$ cat src/rtl/pchk_pkg.sv
package pchk_pkg;
  typedef enum logic [1:0] {
    ACC_LOAD  = 2'd0,
    ACC_STORE = 2'd1,
    ACC_FETCH = 2'd2,
    ACC_RSVD  = 2'd3
  } acc_kind_e;

  localparam int PERM_W   = 3;
  localparam int CAUSE_W  = 3;
  localparam int PERM_RD  = 2;
  localparam int PERM_WR  = 1;
  localparam int PERM_EX  = 0;

  localparam int BIT_REF  = 8;
  localparam int BIT_CHG  = 7;
  localparam int ATT_HI   = 5;
  localparam int ATT_LO   = 4;
  localparam int BIT_PRIV = 3;
  localparam int BIT_AR   = 2;
  localparam int BIT_ARW  = 1;
  localparam int BIT_AX   = 0;

  localparam logic [1:0] ATT_NI_IO = 2'b10;

  localparam logic [CAUSE_W-1:0] CAUSE_PROT  = 3'b001;
  localparam logic [CAUSE_W-1:0] CAUSE_GUARD = 3'b010;
  localparam logic [CAUSE_W-1:0] CAUSE_STORE = 3'b100;

  typedef enum logic {ST_IDLE = 1'b0, ST_WB = 1'b1} chk_state_e;
endpackage

$ cat src/rtl/pchk_perm_eval.sv
module pchk_perm_eval
  import pchk_pkg::*;
#(
  parameter int PTE_W = 64
) (
  input  logic [PTE_W-1:0]   pte,
  input  logic [1:0]         kind,
  input  logic               problem,
  input  logic [PERM_W-1:0]  mask,
  output logic [PERM_W-1:0]  grant,
  output logic               fault,
  output logic [CAUSE_W-1:0] cause
);
  logic [PERM_W-1:0] eaa_perm;
  logic [PERM_W-1:0] raw_perm;
  logic [PERM_W-1:0] need;
  logic              io_fetch;
  logic              prot_fault;

  always_comb begin
    eaa_perm[PERM_RD] = pte[BIT_AR] | pte[BIT_ARW];
    eaa_perm[PERM_WR] = pte[BIT_ARW];
    eaa_perm[PERM_EX] = pte[BIT_AX];

    io_fetch = (pte[ATT_HI:ATT_LO] == ATT_NI_IO) && (kind == ACC_FETCH);

    if (pte[BIT_PRIV] && problem)
      raw_perm = '0;
    else if (problem || pte[BIT_PRIV])
      raw_perm = eaa_perm;
    else
      raw_perm = eaa_perm & mask;

    case (kind)
      ACC_STORE: need = PERM_W'(1) << PERM_WR;
      ACC_FETCH: need = PERM_W'(1) << PERM_EX;
      default:   need = PERM_W'(1) << PERM_RD;
    endcase

    prot_fault = |(need & ~raw_perm);
    fault      = io_fetch | prot_fault;
    cause      = io_fetch ? CAUSE_GUARD : (prot_fault ? CAUSE_PROT : '0);

    if (fault)
      grant = '0;
    else if (kind == ACC_STORE)
      grant = raw_perm;
    else
      grant = raw_perm & ~(PERM_W'(1) << PERM_WR);
  end
endmodule

$ cat config.mk
export PLATFORM = sky130hd
export DESIGN_NAME = pchk_perm_eval
export DESIGN_NICKNAME = d
export VERILOG_FILES = /design/src/rtl/pchk_pkg.sv /design/src/rtl/pchk_perm_eval.sv
export SDC_FILE = /design/constraint.sdc
export NUM_CORES = 1
export LEC_CHECK = 0
export BUFFER_PORTS_ARGS = -buffer_cell sky130_fd_sc_hd__clkbuf_2
export CORE_AREA = 2 2 39 41
export DETAILED_ROUTE_END_ITERATION = 8
export DIE_AREA = 0 0 41 43
export GPL_ROUTABILITY_DRIVEN = 0
export PLACE_DENSITY = 0.84
export SETUP_SLACK_MARGIN = 0.1
export SLEW_MARGIN = 20
export SYNTH_ARGS = -nofsm -noshare
export SYNTH_HDL_FRONTEND = slang
export SYNTH_SLANG_ARGS = --single-unit
$ cat constraint.sdc
create_clock -name vclk -period 1.3
set_input_delay 0.065 -clock vclk [all_inputs]
set_output_delay 0.065 -clock vclk [all_outputs]
set_load 0.005 [all_outputs]
# Word level (Yosys, flattened, before mapping)

Cells that the tools add are included.

Output and inout port bits: 7
Flip-flop bits (word level): 0

Bitwise gates (word level): 5
Reductions and logical operators: 4
Mux-type cells: 7
Equal/unequal tests: 3

Operator list:

| cell                                                | count |
|---|---|
| two-way mux 3 bit                                   | 3 |
| bitwise AND 3 bit                                   | 2 |
| one-hot mux 3 bit (2 select lines)                  | 1 |
| equality test 2 bit, second input constant          | 2 |
| two-way mux 2 bit                                   | 2 |
| inverter 3 bit                                      | 1 |
| OR reduction 3 bit                                  | 1 |
| equality test 2 x 1 -> 1 bit, second input constant | 1 |
| logical AND 1 bit                                   | 2 |
| OR 1 bit                                            | 2 |
| logical OR 1 bit                                    | 1 |
| two-way mux 1 bit                                   | 1 |

# Longest topological paths before layout

Depth after elaboration: 9
Mapped depth: 5

# Least setup slack after synthesis

No wires, ideal clock.

Path type: input to output
From: in kind[0]
To: out grant[0]
Path slack: 0.192 ns
Cell stages on the path: 5
Buffers on the path: 0
Data arrival time: 1.043 ns
Path through: inv_1 > ha_1 > nor4b_1 > a211o_1 > nor3b_1

Longest elaborated chain between the ends: 6

RTL lines:

| what                                                                | line                                       | RTL |
|---|---|---|
| start: declaration                                                  | pchk_perm_eval.sv:7                        | `input logic [1:0] kind,` |
| equality test 2 bit or equality test 2 x 1 -> 1 bit (tied branches) | pchk_perm_eval.sv:25, pchk_perm_eval.sv:34 |  |
| one-hot mux 3 bit (2 select lines)                                  | pchk_perm_eval.sv:34                       | `case (kind)` |
| bitwise AND 3 bit                                                   | pchk_perm_eval.sv:40                       | `prot_fault = \|(need & ~raw_perm);` |
| OR reduction 3 bit                                                  | pchk_perm_eval.sv:40                       |  |
| OR 1 bit *                                                          | pchk_perm_eval.sv:41                       | `fault = io_fetch \| prot_fault;` |
| two-way mux 3 bit *                                                 | pchk_perm_eval.sv:44                       | `if (fault)` |
| end: declaration                                                    | pchk_perm_eval.sv:10                       | `output logic [PERM_W-1:0] grant,` |

Mark *: on every way between the ends. The rest lies on a longest branch, timed or not.

# Final worst setup path

From: in kind[0]
To: out grant[1]

Longest elaborated chain between the ends: 6

RTL lines:

| what                                                                | line |
|---|---|
| equality test 2 bit or equality test 2 x 1 -> 1 bit (tied branches) | pchk_perm_eval.sv:25, pchk_perm_eval.sv:34, pchk_perm_eval.sv:46 |
| one-hot mux 3 bit (2 select lines)                                  | pchk_perm_eval.sv:34 |
| bitwise AND 3 bit                                                   | pchk_perm_eval.sv:40 |
| OR reduction 3 bit                                                  | pchk_perm_eval.sv:40 |
| OR 1 bit                                                            | pchk_perm_eval.sv:41 |
| two-way mux 3 bit *                                                 | pchk_perm_eval.sv:44 |

Marks and branches as above.

==> impl_metrics.py <==
metrics = {
    "job": {
        "drv_cap": 0,
    },
    "place": {
        "io_buffers": 18,
        "hpwl_microns": 568,
        "postPlaceCellArea_sq_um": 342,
        "post-place-ws_ns": -0.124,
        "post-place-cells": 66,
    },
    "power_and_ir_drop": {
        "power_density_nw_per_um2": 325,
        "vdd_ir_drop_max_mv": 0.0638,
        "switching_power_uw": 59.6,
        "fin_total_pwr_uw": 145,
        "seqPwrFrac_pct": 0,
        "combPwrFrac_pct": 100.0,
        "switching_share_pct": 41.2,
        "internal_power_uw": 85.2,
        "static-leakage-power_nw": 0.230,
        "clock_power_share_pct": 0,
    },
    "cells_and_area": {
        "flops_and_latches": 0,
        "clock_buffers": 0,
        "flow.area_growth_from_synthesis_pct": 113,
        "filler_free_cell_count_of_the_finished_design": 69,
        "mostFrequentLayoutCells": "sky130_fd_sc_hd__clkbuf_2 (14), sky130_fd_sc_hd__buf_4 (7), sky130_fd_sc_hd__buf_6 (3), sky130_fd_sc_hd__inv_1 (2), sky130_fd_sc_hd__nor3_1 (2)",
        "finalInstanceArea_sq_um": 445,
        "layout.nets": 128,
        "finalCoreUtilization_pct": 32.2,
        "antenna-diode-count": 0,
        "final-seq-area_sq_um": 0,
        "mostFrequentLayoutCell": "sky130_fd_sc_hd__clkbuf_2",
        "drive_gt1_share_pct": 67.9,
    },
    "grt": {
        "gr-total-overflow": 0,
        "grtUsageTotal_pct": 8.59,
        "first_global_vias": 289,
        "grt_first_pass_wirelength_microns": 1100,
        "antenna_found_initial": 0,
        "grt_max_degree": 8,
    },
    "synth": {
        "number_of_distinct_standard_cells_referenced_by_the_synthesized_netlist": 21,
        "syn-cell-area_sq_um": 209,
        "cell_count_after_synthesis": 29,
        "yosys.area.top_type_share_pct": 18.0,
        "postSynthAreaPerCell_sq_um": 7.21,
        "yosysWarningCount": 0,
        "syn_nets": 102,
        "synth_largest_area_cell": "sky130_fd_sc_hd__ha_1",
        "ys_seq_area_share_pct": 0,
        "synth_top_cells_by_area": "sky130_fd_sc_hd__ha_1 (18%), sky130_fd_sc_hd__buf_4 (7.2%), sky130_fd_sc_hd__nor3b_1 (7.2%)",
    },
    "route": {
        "first_pass_iters": 2,
        "drt-initial-drc-count": 2,
        "vias": 306,
        "postRouteWirelength_microns": 796,
        "post_route_ant_nets": 0,
        "route.detailed.vias_per_inst": 4.43,
        "routed_wire_length_per_instance_microns": 11.5,
        "detail_route.drc_violations": 0,
    },
    "worst_hold_path": {
        "hold-path-endpoint": "grant[0]",
        "hold_path.startpoint": "pte[0]",
        "hold_path_cell_cnt": 4,
        "hold_path.class": "input port to primary output",
    },
    "worst_setup_path": {
        "timing.critical_path.cells": "buf_8 > inv_4 > ha_4 > buf_6 > a211o_1 > and3b_2 > clkbuf_2",
        "crit_path_max_incr_delay_ns": 0.28,
        "worst-endpoint-arrival_ns": 1.15,
        "critical_path_class": "input port to primary output",
        "worst_setup_path_end_kind": "primary output",
        "worst-endpoint-required_ns": 1.24,
        "cp_max_fo": 3,
        "critical_path.startpoint_type": "input port",
        "timing.critical_path.slowest_stage_cell": "sky130_fd_sc_hd__a211o_1",
    },
    "floorplan": {
        "num_rows": 14,
        "initial_core_util_pct": 15.1,
        "die_w_microns": 41,
        "die_y_microns": 43,
        "die_area_sq_um": 1760,
        "design.core.area_sq_um": 1380,
        "pin_count": 77,
    },
    "timing": {
        "setup_slack_ns": 0.0856,
        "finalCriticalPeriod_ns": 1.21,
        "max_clock_freq_mhz": 823,
        "setup-violations-final": 0,
        "fin_hold_ws_ns": 0.503,
        "final.setup.tns_ns": 0,
        "grt_setup_unrepaired": "true",
        "hold_viol_final": 0,
        "pins_over_their_slew_limit": 0,
        "fin_crit_sh_pct": 93.4,
    },
    "run_status": {
        "outcome": "finished clean",
    },
    "clock_tree": {
        "cts_hold_repair.buffers": 0,
    },
}
[power groups by stage]
stage	registers [mW]	logic [mW]	clock network [mW]
final	0	0.145	0
after global routing	0	0.159	0
after floorplan	0	0.0487	0
after CTS	0	0.125	0
after global placement	0	0.102	0
after detailed placement	0	0.104	0
[metal layers]
metal	vias up	global-route usage [%]	part of all wire, %
met5	-	0	0
met3	2	1.05	5.8
met1	143	6.65	30
met2	8	19.7	62
li1	153	-	-
met4	0	0	1.8
[worst max-delay path, delay by kind of cell]
| kind | cells | cell delay, ns |
|---|---|---|
| and+or+nand+nor | 1 | 0.24 |
| adders and majority gates | 1 | 0.19 |
| AOI/OAI and AO/OA | 1 | 0.28 |
| buffers and inverters | 4 | 0.36 |
[how the worst max path moves through the flow]
| stage | startpoint | slack [ns] | end |
|---|---|---|---|
| 2_1_floorplan | kind[0] | 0.19 | grant[0] |
| 3_3_place_gp | kind[0] | -0.04 | grant[0] |
| 3_5_place_dp | kind[0] | -0.12 | grant[0] |
| 4_1_cts | kind[0] | 0.07 | grant[1] |
| 5_1_grt | kind[0] | 0.05 | grant[1] |
| 6_report | kind[0] | 0.09 | grant[1] |
[cell type report]
cell class | instances | area (sq um)
repair buffers | 26 | 176
fillers | 148 | 938
inverters | 3 | 13.8
well taps | 16 | 20.0
multi-input cells | 24 | 235
[synthesized netlist by cell type]
| library cell | n |
|---|---|
| sky130_fd_sc_hd__nor4b_1 | 1 |
| sky130_fd_sc_hd__nor2_1 | 1 |
| sky130_fd_sc_hd__nand2_1 | 1 |
| sky130_fd_sc_hd__ha_1 | 3 |
| sky130_fd_sc_hd__a31o_1 | 1 |
| sky130_fd_sc_hd__nand3_1 | 1 |
| sky130_fd_sc_hd__nand3b_1 | 1 |
| sky130_fd_sc_hd__a211o_1 | 1 |
| sky130_fd_sc_hd__and4b_1 | 1 |
| sky130_fd_sc_hd__inv_1 | 3 |
| sky130_fd_sc_hd__o2bb2ai_1 | 1 |
| sky130_fd_sc_hd__a31oi_1 | 1 |
| sky130_fd_sc_hd__buf_4 | 2 |
| sky130_fd_sc_hd__a21bo_2 | 1 |
| sky130_fd_sc_hd__o21ai_0 | 2 |
| sky130_fd_sc_hd__conb_1 | 1 |
| sky130_fd_sc_hd__and3b_1 | 1 |
| sky130_fd_sc_hd__or3_1 | 1 |
| sky130_fd_sc_hd__nor3_1 | 2 |
| sky130_fd_sc_hd__nor3b_1 | 2 |
| sky130_fd_sc_hd__and3b_2 | 1 |
[kinds of logic (layout without fill, tap and decap cells)]
logic type | Yosys count | in the layout | share of synthesized area (%)
AO/OA/AOI/OAI | 7 | 7 | 25.2
adder cells (fa/ha/maj) | 3 | 3 | 18.0
buffers and inverters | 5 | 29 | 12.6
other | 1 | 1 | 1.79
AND/OR/NAND/NOR | 13 | 13 | 42.5
[what timing repair did]
item	CTS	global route
hold endpoints to repair	0	0
pin swaps	7	3
buffers inserted	2	1
gates resized for setup	8	14
setup endpoints to repair	5	5
Power figures use the tool's default switching activity.
